## src/rtl/pconv_pkg.sv

```systemverilog
package pconv_pkg;

    localparam int TRELLIS_W = 3;

    typedef logic [TRELLIS_W-1:0] trellis_t;

    typedef enum logic [1:0] {
        ST_IDLE = 2'd0,
        ST_DATA = 2'd1,
        ST_TAIL = 2'd2
    } enc_state_e;

endpackage

```

## src/rtl/pconv_step.sv

```systemverilog
// One trellis step: state bit 2 is the newest register (M1), bit 0 the oldest.
module pconv_step
    import pconv_pkg::*;
(
    input  logic     u,
    input  trellis_t s_cur,
    output trellis_t s_nxt,
    output logic     par
);
    logic fb;

    always_comb begin
        fb    = u ^ s_cur[1] ^ s_cur[0];
        par   = fb ^ s_cur[2] ^ s_cur[0];
        s_nxt = {fb, s_cur[2], s_cur[1]};
    end
endmodule

```

## src/rtl/pconv_unroll.sv

```systemverilog
// PAR chained trellis steps; synthesis flattens the chain into shared XOR terms.
module pconv_unroll
    import pconv_pkg::*;
#(
    parameter int PAR = 8
) (
    input  trellis_t       s_in,
    input  logic [PAR-1:0] bits,
    output logic [PAR-1:0] pars,
    output trellis_t       s_out
);
    trellis_t chain [PAR+1];

    assign chain[0] = s_in;

    for (genvar i = 0; i < PAR; i++) begin : g_step
        pconv_step u_step (
            .u     (bits[i]),
            .s_cur (chain[i]),
            .s_nxt (chain[i+1]),
            .par   (pars[i])
        );
    end

    assign s_out = chain[PAR];
endmodule

```

## src/rtl/pconv_tail_rom.sv

```systemverilog
// State-addressed termination lookup. Entries are written earliest bit first.
module pconv_tail_rom
    import pconv_pkg::*;
(
    input  trellis_t   addr,
    output logic [2:0] t_sys,
    output logic [2:0] t_par
);
    logic [5:0] entry;

    always_comb begin
        unique case (addr)
            3'b000: entry = 6'b000_000;
            3'b001: entry = 6'b100_100;
            3'b010: entry = 6'b110_010;
            3'b011: entry = 6'b010_110;
            3'b100: entry = 6'b011_101;
            3'b101: entry = 6'b111_001;
            3'b110: entry = 6'b101_111;
            default: entry = 6'b001_011;
        endcase
        for (int j = 0; j < 3; j++) begin
            t_sys[j] = entry[5-j];
            t_par[j] = entry[2-j];
        end
    end
endmodule

```

## src/rtl/pconv_encoder8.sv

```systemverilog
module pconv_encoder8
    import pconv_pkg::*;
#(
    parameter int PAR  = 8,
    parameter int GRPW = 12
) (
    input  logic            clk,
    input  logic            rst_n,
    input  logic            start,
    input  logic [GRPW-1:0] grp_count,
    input  logic            in_valid,
    output logic            in_ready,
    input  logic [PAR-1:0]  in_data,
    output logic            out_valid,
    output logic            out_tail,
    output logic [PAR-1:0]  out_sys,
    output logic [PAR-1:0]  out_par
);
    localparam int PADW = PAR - 3;

    enc_state_e      st, st_nx;
    logic [GRPW-1:0] grp_left, grp_nx;
    trellis_t        trel, trel_nx, trel_end;
    logic [PAR-1:0]  par_bits;
    logic [2:0]      t_sys, t_par;
    logic            take;

    pconv_unroll #(.PAR(PAR)) u_unroll (
        .s_in  (trel),
        .bits  (in_data),
        .pars  (par_bits),
        .s_out (trel_end)
    );

    pconv_tail_rom u_tail (
        .addr  (trel),
        .t_sys (t_sys),
        .t_par (t_par)
    );

    assign in_ready = (st == ST_DATA);
    assign take     = in_valid && in_ready;

    always_comb begin
        st_nx   = st;
        grp_nx  = grp_left;
        trel_nx = trel;
        unique case (st)
            ST_IDLE: begin
                if (start) begin
                    trel_nx = '0;
                    grp_nx  = grp_count;
                    st_nx   = (grp_count == '0) ? ST_TAIL : ST_DATA;
                end
            end
            ST_DATA: begin
                if (take) begin
                    trel_nx = trel_end;
                    grp_nx  = grp_left - 1'b1;
                    if (grp_left == GRPW'(1)) st_nx = ST_TAIL;
                end
            end
            ST_TAIL: begin
                trel_nx = '0;
                st_nx   = ST_IDLE;
            end
            default: st_nx = ST_IDLE;
        endcase
    end

    // state register process
    always_ff @(posedge clk) begin
        if (!rst_n) begin
            st       <= ST_IDLE;
            grp_left <= '0;
            trel     <= '0;
        end else begin
            st       <= st_nx;
            grp_left <= grp_nx;
            trel     <= trel_nx;
        end
    end

    // output process
    always_ff @(posedge clk) begin
        if (!rst_n) begin
            out_valid <= 1'b0;
            out_tail  <= 1'b0;
            out_sys   <= '0;
            out_par   <= '0;
        end else begin
            out_valid <= take;
            out_tail  <= (st == ST_TAIL);
            if (take) begin
                out_sys <= in_data;
                out_par <= par_bits;
            end else if (st == ST_TAIL) begin
                out_sys <= {{PADW{1'b0}}, t_sys};
                out_par <= {{PADW{1'b0}}, t_par};
            end else begin
                out_sys <= '0;
                out_par <= '0;
            end
        end
    end
endmodule

```

## config.mk

```make
export PLATFORM = sky130hd
export DESIGN_NAME = pconv_encoder8
export DESIGN_NICKNAME = d
export VERILOG_FILES = /design/src/rtl/pconv_pkg.sv /design/src/rtl/pconv_step.sv /design/src/rtl/pconv_unroll.sv /design/src/rtl/pconv_tail_rom.sv /design/src/rtl/pconv_encoder8.sv
export SDC_FILE = /design/constraint.sdc
export NUM_CORES = 1
export LEC_CHECK = 0
export ABC_CLOCK_PERIOD_IN_PS = 6800
export CORE_ASPECT_RATIO = 0.6
export CORE_MARGIN = 2
export CORE_UTILIZATION = 51
export DETAILED_ROUTE_END_ITERATION = 16
export GPL_TIMING_DRIVEN = 1
export HOLD_SLACK_MARGIN = 0.02
export PLACE_DENSITY = 0.78
export SYNTH_ARGS = -nofsm -noshare
export SYNTH_HDL_FRONTEND = slang
export SYNTH_SLANG_ARGS = --single-unit
```

## constraint.sdc

```tcl
create_clock -name clk -period 6.8 [get_ports clk]
set_input_delay 1.02 -clock clk [delete_from_list [all_inputs] [get_ports clk]]
set_output_delay 1.02 -clock clk [all_outputs]
set_load 0.02 [all_outputs]
```

# == Word level (Yosys, flattened, before mapping) ==
# Index checks and enable logic that the tools add are counted.
# word_totals
ff_bits,35
latch_bits,0
ram_bits,0
mem_bits_ro,0
input_bits,24
out_inout_bits,19
elab_cells,77
n_memories,0
# classes
n_addsub,1
multipliers,0
n_div,0
n_lt_le_gt_ge,0
eq_ne,12
shift,0
n_mux,16
n_bitwise,32
n_reduce_logical,9
# ops
operator,n
$pmux 6 s7,1
$xor 1x1->1,32
$mux 12,2
$pmux 12 s2,1
$mux 8,2
$eq 12x1->1 const B,1
$logic_not 12->1,1
$mux 3,4
$sub 12x1->12 const B,1
$eq 3x3->1 const B,3
$pmux 3 s3,1
$reduce_and 3->1,3
$mux 2,4
$eq 3x2->1 const B,2
$ne 2x1->1 const B,2
$pmux 2 s2,1
$eq 3x1->1 const B,1
$logic_not 3->1,1
$reduce_bool 3->1,1
$eq 2x1->1 const B,1
$eq 2x2->1 const B,1
$logic_not 2->1,1
$ne 2x2->1 const B,1
$reduce_bool 2->1,1
$logic_and 1x1->1,1

# == Longest topological paths before layout ==
# Gate-level depths: netlist (run 1).
# logic_depth
word_depth,11
mapped_depth,7
ltp_nobuf,7

# == Modules after synthesis ==
# From an unflattened synthesis (run 1), not the netlist that was laid out.
# unflattened
cells_unflattened,217
area_unflattened_um2,2148.3
# by_module_without_submodules
mod,n_inst,cells_per_inst,area_per_inst_um2,seq_area_each_um2
pconv_encoder8,1,171,1546.5,700.7
pconv_step,8,5,70.1,0.0
pconv_tail_rom,1,6,41.3,0.0

# == Least setup slack after synthesis (run 1) ==
# Ideal clock, no wire load.
# synth_path
path_type,input port to flip-flop
start,input port in_data[3]
end,register out_par[6]
setup_ns,0.126
arrival_time_ns,2.257
required_ns,6.674
slack_ns,4.418
stages,6
cell_sequence,clkbuf_1 -> xnor2_1 -> xnor2_1 -> xor3_1 -> xnor2_1 -> nor2_1
# synth_via
elab_chain_cells,7
# synth_lines
item,line,text
start: declaration,pconv_encoder8.sv:13,"input logic [PAR-1:0] in_data,"
$xor 1x1->1 (*) (2 in series),pconv_step.sv:13,fb = u ^ s_cur[1] ^ s_cur[0];
$xor 1x1->1 (2 in series),pconv_step.sv:13,
$xor 1x1->1,pconv_step.sv:14,par = fb ^ s_cur[2] ^ s_cur[0];
$xor 1x1->1 (*),pconv_step.sv:14,
$mux 8 (*),pconv_encoder8.sv:94,if (take) begin
end signal: assignment,pconv_encoder8.sv:96,out_par <= par_bits;
end signal: assignment,pconv_encoder8.sv:99,"out_par <= {{PADW{1'b0}}, t_par};"
end: declaration,pconv_encoder8.sv:17,output logic [PAR-1:0] out_par
# Mark *: on every way between the ends. The rest lies on a longest branch, timed or not.
# A chain may end at the register's enable or synchronous reset.

# == Worst setup path after layout (run 1) ==
# layout_path
start,register st[0]
end,output port in_ready
# layout_via
elab_chain_cells,1
# layout_lines
item,line,text
start: declaration,pconv_encoder8.sv:21,"enc_state_e st, st_nx;"
start signal: assignment,pconv_encoder8.sv:78,st <= st_nx;
$eq 2x1->1,pconv_encoder8.sv:41,assign in_ready = (st == ST_DATA);
end: declaration,pconv_encoder8.sv:12,"output logic in_ready,"
# No other way between the ends.

==> results of run 1 <==
==> kinds of logic after synthesis <==
| family | after synthesis |
|---|---|
| flip-flops | 35 |
| AO/OA/AOI/OAI | 54 |
| multiplexers | 1 |
| buffers and inverters | 20 |
| AND/OR/NAND/NOR | 74 |
| adder cells (fa/ha/maj) | 6 |
| XOR/XNOR | 26 |
==> where the power goes <==
| group | switching [mW] | internal [mW] |
|---|---|---|
| clock network | 0.0735 | 0.0924 |
| logic | 0.0970 | 0.0892 |
| registers | 0.0195 | 0.222 |
| total | 0.190 | 0.404 |
==> critical path: stages (launching register included) <==
cell	delay [ns]
dfxtp_1	0.48
nand2b_1	0.31
inv_1	0.57
clkdlybuf4s50_1	0.73
==> synth_stat cells (3+ instances only) <==
master / count
xnor2_1: 18
clkbuf_1: 10
o22ai_1: 4
xor2_1: 6
a31oi_1: 3
nor4_1: 5
nor2_1: 21
inv_1: 8
dfxtp_1: 35
a21oi_1: 15
o21ai_0: 13
nor3_1: 8
a22o_1: 3
nand2_1: 15
and2_1: 8
ha_1: 6
==> state kept, by name, indices dropped and copies added (netlist names) <==
register,flops
out_par,8
out_valid,1
trel,3
st,2
out_tail,1
grp_left,12
out_sys,8
==> per-layer routing <==
layer / global-route usage / vias to the layer above / routed length [um]
li1: - / 834 / -
met1: 0.3629 / 756 / 2336
met2: 0.3103 / 68 / 1757
met3: 0.07554 / 5 / 374
met4: 0.05833 / 0 / 28
met5: 0 / - / 0
==> per-stage QoR <==
step | instances | power, mW | area, sq um | utilization
2_1_floorplan | 216 | 0.3750 | 1857 | -
3_3_place_gp | 292 | 0.4252 | 2291 | 0.6812
3_5_place_dp | 292 | 0.4272 | 2291 | 0.6812
4_1_cts | 300 | 0.5926 | 2391 | 0.7109
5_1_grt | 300 | 0.6237 | 2391 | 0.7109
6_report | 300 | 0.5935 | 2391 | 0.7109
==> layout make-up <==
class	instances	area (sq um)	share of cell area
Multi-Input combinational cell	161	1080	0.4516
Sequential cell	35	700.7	0.2930
Timing Repair Buffer	42	420.4	0.1758
Clock buffer	8	100.1	0.04186
Tap cell	45	56.30	0.02355
Inverter	9	33.78	0.01413
==> how the worst max path moves through the flow <==
stage,depth (start not counted),slack [ns],to,from
after floorplan,6,4.42,out_par[6],in_data[3]
after global placement,6,3.74,out_par[6],in_data[2]
after detailed placement,6,3.65,out_par[6],in_data[2]
after CTS,3,3.42,in_ready,st[0]
after global routing,3,3.28,in_ready,st[0]
final,3,3.40,in_ready,st[0]
==> impl_metrics.py, run 1 <==
metrics = {
    "status": {
        "status": "complete, no violations",
    },
    "logic_synthesis": {
        "syn_area_per_cell_sq_um": 8.596,
        "synth_xor_area_frac": 0.1381,
        "synth_cells": 216,
        "async_reset_ff_frac": 0,
        "synth_top_family_by_area": "simple AND/OR/NAND/NOR gates",
        "yosys-mux-area-fraction": 0.005391,
        "synth_top_area_cell": "dfxtp_1",
        "ys_ff_latch": 35,
        "ys.warnings.count": 0,
        "ys_seq_area_frac": 0.3774,
        "synth_top_area_frac": 0.3774,
        "synth_ff_type": "dfxtp_1",
        "synth_compound_area_frac": 0.1887,
        "synth_fa_ha_area_frac": 0.04043,
        "synth-edff-count": 0,
        "syn-num-nets": 246,
        "synthDistinctLibCells": 45,
        "synthSimpleGateAreaFrac": 0.2089,
        "syn_area_sq_um": 1857,
        "ys_top_cells_by_area": "dfxtp_1 38%, xnor2_1 8.5%, nor2_1 4.2%",
    },
    "sta": {
        "setup_tns_ns": 0,
        "worst_slack_ns": 3.402,
        "hold-worst-slack_ns": 0.5141,
        "relSlewSlack": 0.4928,
        "drv_slew": 0,
        "tightest_slew_ns": 0.7554,
        "rsz0062_at_grt": "no",
        "setup_viol": 0,
        "hold_viol": 0,
        "layout_min_cycle_time_ns": 3.398,
        "fmax_mhz": 294.3,
        "period_share": 0.4996,
        "fin_worst_skew_ns": 0.004630,
    },
    "clock_network": {
        "ctsRootBufferMaster": "clkbuf_8",
        "ctsHoldBuffers": 0,
        "cts_setup_buffers": 0,
        "clk_latency_ns": 0.29,
        "post_cts_resized": 0,
        "cts.sinks": 35,
        "clk_pin_slew_worst_paths_ns": 0.07,
        "max-clock-path-buffers": 2,
        "cts_buffers": 5,
        "cts_tree": "done",
        "htree_num_levels": 2,
    },
    "global_route": {
        "grt_pass1_wl_um": 7334,
        "grt_pass1_vias": 1498,
        "antenna_found_initial": 0,
        "overflow": 0,
        "grtUsageTotal": 0.2358,
        "grt_max_degree": 24,
    },
    "critical_path": {
        "rr_worst_depth": 5,
        "critPathMaxFanout": 23,
        "crit_path_end_kind": "primary output",
        "cp_data_required_time_ns": 5.78,
        "worst-endpoint-arrival_ns": 2.38,
        "critPathKind": "reg2out",
        "r2r-start": "st[1]",
        "start_kind": "flip-flop",
        "reg2reg_slack_ns": 4.21,
        "r2r-end": "out_sys[0]",
    },
    "power": {
        "ir_drop_uv": 146.3,
        "power.density_nw_per_um2": 248.2,
        "leakage_nw": 0.9130,
    },
    "run": {
        "max-cap-violations": 0,
    },
    "die": {
        "die_area_sq_um": 4155,
        "ios": 43,
        "rows": 16,
        "core_area_sq_um": 3363,
        "die_w_um": 81.90,
        "fp.dieH_um": 50.74,
        "start_util": 0.5521,
    },
    "route": {
        "firstDrtPassIters": 4,
        "postRouteAntennaNets": 0,
        "routed_wl_um": 4497,
        "wl_per_cell_um": 14.99,
        "drc": 0,
        "via_per_inst": 5.543,
        "vias": 1663,
        "drtIter0Drc": 152,
    },
    "final_layout": {
        "fill_cells": 275,
        "final_common_cell": "clkdlybuf4s50_1",
        "final_cell_mix": "42 x clkdlybuf4s50_1, 35 x dfxtp_1, 21 x nor2_1",
        "diodes": 0,
        "drive_gt1_frac": 0.05882,
        "final_nets": 284,
        "syn_to_final_growth_pct": 28.77,
    },
    "worst_hold_path": {
        "hold_end": "grp_left[1]",
        "hp-start": "grp_left[1]",
        "hold_class": "reg2reg",
        "hold_depth": 2,
    },
    "placed_design": {
        "dpl.hpwl_um": 3355,
        "post-place-ws_ns": 3.645,
        "port_buffers": 42,
        "gp_congestion": 0.8884,
    },
}
No activity file was read; power rests on OpenSTA's default activity.
==> inputs of run 2 (changes only) <==
- ABC_CLOCK_PERIOD_IN_PS: 6800 -> 3300
- CORE_UTILIZATION: 51 -> 50
- PLACE_DENSITY: 0.78 -> 0.77
- clock period: 6.8 -> 3.3 ns (I/O delays scaled with it)
==> impl_metrics.py, run 2 (same netlist as run 1, synthesis figures left out) <==
metrics = {
    "clock_network": {
        "cts.sinks": 35,
        "cts_tree": "done",
        "max-clock-path-buffers": 2,
        "cts_setup_buffers": 0,
        "htree_num_levels": 2,
        "clk_pin_slew_worst_paths_ns": 0.06,
        "post_cts_resized": 0,
        "ctsRootBufferMaster": "clkbuf_8",
        "cts_buffers": 5,
        "clk_latency_ns": 0.29,
        "ctsHoldBuffers": 0,
    },
    "sta": {
        "setup_tns_ns": 0,
        "drv_slew": 0,
        "fin_worst_skew_ns": 0.005278,
        "period_share": 0.7821,
        "relSlewSlack": 0.5176,
        "setup_viol": 0,
        "hold_viol": 0,
        "layout_min_cycle_time_ns": 2.581,
        "fmax_mhz": 387.5,
        "tightest_slew_ns": 0.7184,
        "rsz0062_at_grt": "no",
    },
    "critical_path": {
        "critPathKind": "reg2out",
        "start_kind": "flip-flop",
        "cp_data_required_time_ns": 2.80,
        "critPathMaxFanout": 13,
        "worst-endpoint-arrival_ns": 2.09,
        "crit_path_end_kind": "primary output",
    },
    "die": {
        "start_util": 0.5135,
        "core_area_sq_um": 3616,
        "die_w_um": 82.67,
        "ios": 43,
        "rows": 17,
        "fp.dieH_um": 51.21,
        "die_area_sq_um": 4233,
    },
    "final_layout": {
        "largest_reg_flops": 12,
        "final_nets": 286,
        "final_cell_mix": "42 x clkdlybuf4s50_1, 35 x dfxtp_1, 21 x nor2_1",
        "fill_cells": 308,
        "largest-register": "grp_left",
        "syn_to_final_growth_pct": 29.72,
        "multi_input_area_sq_um": 1080,
        "diodes": 0,
        "final_util": 0.6661,
        "drive_gt1_frac": 0.06615,
        "reg_top3": "grp_left (12), out_par (8), out_sys (8)",
        "regArea_sq_um": 700.7,
        "final_common_cell": "clkdlybuf4s50_1",
    },
    "power": {
        "ir_drop_uv": 311.9,
        "p_comb_frac": 0.315,
        "power.density_nw_per_um2": 506.6,
        "p_int_uw": 834.0,
        "leakage_nw": 0.9230,
        "clockPowerShare": 0.278,
        "seqPwrFrac": 0.406,
        "switching_share": 0.3166,
        "p_sw_uw": 386.3,
    },
    "global_route": {
        "antenna_found_initial": 0,
        "grt_pass1_wl_um": 7024,
        "grtUsageTotal": 0.2233,
        "grt_max_degree": 14,
        "grt_pass1_vias": 1449,
        "overflow": 0,
    },
    "route": {
        "drc": 0,
        "wl_per_cell_um": 14.14,
        "via_per_inst": 5.434,
        "vias": 1652,
        "postRouteAntennaNets": 0,
        "firstDrtPassIters": 4,
        "drtIter0Drc": 129,
        "routed_wl_um": 4300,
    },
    "status": {
        "status": "complete, no violations",
    },
    "placed_design": {
        "dpl.hpwl_um": 3225,
        "port_buffers": 42,
        "gp_congestion": 0.8857,
    },
    "worst_hold_path": {
        "hold_class": "reg2reg",
    },
    "run": {
        "max-cap-violations": 0,
    },
}
==> run 2: through the flow <==
step	setup slack [ns]	area (sq um)	power (mW)	hold WS [ns]	std cells
global placement	0.8093	2308	0.8790	0.5029	296
floorplan	1.065	1857	0.7728	0.4580	216
detailed placement	0.7773	2308	0.8824	0.5016	296
CTS	0.7265	2409	1.225	0.5126	304
finish	0.7191	2409	1.220	0.5069	304
global route	0.6003	2409	1.290	0.5462	304
==> run 2: power groups by stage <==
stage	Clock, mW	Combinational [mW]	Sequential, mW
2_1_floorplan	0	0.274	0.499
3_5_place_dp	0	0.379	0.503
6_report	0.340	0.385	0.496
3_3_place_gp	0	0.375	0.504
4_1_cts	0.349	0.382	0.494
5_1_grt	0.367	0.421	0.502
==> run 2: worst paths after layout <==
check | slack [ns] | to | depth (start not counted) | startpoint
worst min-delay path | 0.51 | grp_left[1] | 2 | grp_left[1]
worst max register to register | 0.92 | st[0] | 5 | grp_left[5]
worst min register to register | 0.51 | grp_left[1] | 2 | grp_left[1]
worst max-delay path | 0.72 | in_ready | 3 | st[0]
==> run 2: critical path: stages, from the launching register on <==
cell	delay, ns
dfxtp_1	0.48
nand2b_1	0.31
inv_1	0.34
clkdlybuf4s50_1	0.67
==> run 2: cell type report <==
cell class,instances,area share
flip-flops and latches,35,0.2909
clock buffers,8,0.04156
well taps,47,0.02442
multi-input cells,161,0.4483
inverters,9,0.01403
repair buffers,44,0.1808
==> run 2: routing by layer <==
layer  vias to the layer above  routed length (um)  global-route usage
li1                        842                   -                   -
met1                       743                2303              0.3569
met2                        62                1695              0.2849
met3                         5                 275             0.05830
met4                         0                  24             0.06557
met5                         -                   0                   0
==> inputs of run 3 (changes only) <==
- ABC_CLOCK_PERIOD_IN_PS: 3300 -> 2370
- CORE_UTILIZATION: 50 -> 45
- PLACE_DENSITY: 0.77 -> 0.73
- clock period: 3.3 -> 2.37 ns (I/O delays scaled with it)
==> impl_metrics.py, run 3 (same netlist as run 1, synthesis figures left out) <==
metrics = {
    "status": {
        "status": "complete, no violations",
    },
    "clock_network": {
        "cts_setup_buffers": 0,
        "cts.sinks": 35,
        "cts_tree": "done",
        "ctsRootBufferMaster": "clkbuf_8",
        "clk_pin_slew_worst_paths_ns": 0.08,
        "max-clock-path-buffers": 2,
        "htree_num_levels": 2,
        "cts_buffers": 5,
        "clk_latency_ns": 0.28,
    },
    "route": {
        "wl_per_cell_um": 14.45,
        "postRouteAntennaNets": 0,
        "drtIter0Drc": 146,
        "vias": 1715,
        "via_per_inst": 5.376,
        "routed_wl_um": 4609,
        "firstDrtPassIters": 4,
        "drc": 0,
    },
    "die": {
        "ios": 43,
        "die_w_um": 86.93,
        "rows": 18,
        "start_util": 0.4606,
        "die_area_sq_um": 4673,
        "fp.dieH_um": 53.76,
        "core_area_sq_um": 4031,
    },
    "critical_path": {
        "worst-endpoint-arrival_ns": 2.46,
        "critPathKind": "reg2reg",
        "cp_data_required_time_ns": 2.55,
        "start_kind": "flip-flop",
        "critPathMaxFanout": 4,
        "crit_path_end_kind": "flip-flop",
    },
    "power": {
        "ir_drop_uv": 325.8,
        "leakage_nw": 0.9711,
        "power.total_mw": 1.694,
        "power.density_nw_per_um2": 682.3,
    },
    "final_layout": {
        "final_cell_mix": "42 x clkdlybuf4s50_1, 35 x dfxtp_1, 21 x nor2_1",
        "final_common_cell": "clkdlybuf4s50_1",
        "largest-register": "grp_left",
        "fill_cells": 357,
        "diodes": 0,
        "syn_to_final_growth_pct": 33.76,
        "largest_reg_flops": 12,
        "final_nets": 298,
        "drive_gt1_frac": 0.1041,
        "reg_top3": "grp_left (12), out_par (8), out_sys (8)",
    },
    "sta": {
        "setup_viol": 0,
        "layout_min_cycle_time_ns": 2.283,
        "relSlewSlack": 0.6114,
        "drv_slew": 0,
        "fin_worst_skew_ns": 0.009859,
        "tightest_slew_ns": 0.5784,
        "setup_tns_ns": 0,
        "hold_viol": 0,
        "period_share": 0.9631,
        "fmax_mhz": 438.1,
        "rsz0062_at_grt": "no",
    },
    "placed_design": {
        "port_buffers": 42,
        "gp_congestion": 0.9403,
        "dpl.hpwl_um": 3423,
    },
    "global_route": {
        "grt_pass1_wl_um": 7334,
        "grt_max_degree": 15,
        "grt_pass1_vias": 1443,
        "overflow": 0,
        "grtUsageTotal": 0.2096,
        "antenna_found_initial": 0,
    },
    "worst_hold_path": {
        "hold_class": "reg2reg",
    },
    "run": {
        "max-cap-violations": 0,
    },
}
-- run 3: cell types whose count changed in the layout (fill, tap and decap cells not counted) --
cell	delta
buf_4	+12
clkinv_2	+1
clkbuf_8	-2
clkbuf_1	+1
-- run 3: worst max-delay path, cell delays in order, from the launching register on --
cell,delay (ns)
dfxtp_1,0.34
or4_4,0.57
or3_4,0.35
or4_4,0.42
o31a_1,0.28
o211a_1,0.23
-- run 3: area by class of cell --
| type | instances | area, sq um | area share |
|---|---|---|---|
| sequential | 35 | 700.7 | 0.2821 |
| tap | 50 | 62.56 | 0.02519 |
| clock inverter | 1 | 5.005 | 0.002015 |
| multi-input combinational | 161 | 1080 | 0.4348 |
| timing repair buffer | 56 | 525.5 | 0.2116 |
| clock buffer | 7 | 76.32 | 0.03073 |
| inverter | 9 | 33.78 | 0.01360 |
-- run 3: metrics by stage --
stage                       util  setup WS, ns  std cells  area, sq um  hold slack (ns)
final                     0.6161       0.08743        319         2484           0.5227
after detailed placement  0.5959       0.06654        311         2402           0.5079
after global placement    0.5959        0.1000        311         2402           0.5000
after CTS                 0.6161       0.04920        319         2484           0.5185
after floorplan                -        0.1354        216         1857           0.4580
after global routing      0.6161       0.02796        319         2484           0.5628
-- run 3: final timing paths --
| kind | start | end | slack [ns] | depth (start not counted) |
|---|---|---|---|---|
| worst min register to register | grp_left[1] | grp_left[1] | 0.52 | 2 |
| worst min-delay path | grp_left[1] | grp_left[1] | 0.52 | 2 |
| worst max-delay path | grp_left[5] | st[0] | 0.09 | 5 |
| worst max register to register | grp_left[5] | st[0] | 0.09 | 5 |
-- run 3: power by group --
part | switching (mW) | total [mW] | internal [mW]
logic | 0.289 | 0.584 | 0.295
clock network | 0.216 | 0.422 | 0.206
registers | 0.0521 | 0.688 | 0.636
total | 0.557 | 1.69 | 1.14
-- run 3: repair_timing --
item / CTS / global route
gates resized for setup: 0 / 0
hold endpoints to repair: 0 / 0
endpoints found under the setup margin: 0 / 2
hold buffers: 0 / 0
-- run 3: metal layers --
| metal | vias to the layer above | share of wire | global-route usage |
|---|---|---|---|
| li1 | 860 | - | - |
| met1 | 778 | 0.55 | 0.3346 |
| met2 | 75 | 0.38 | 0.2799 |
| met3 | 2 | 0.068 | 0.04908 |
| met4 | 0 | 0.0052 | 0.03906 |
| met5 | - | 0 | 0 |
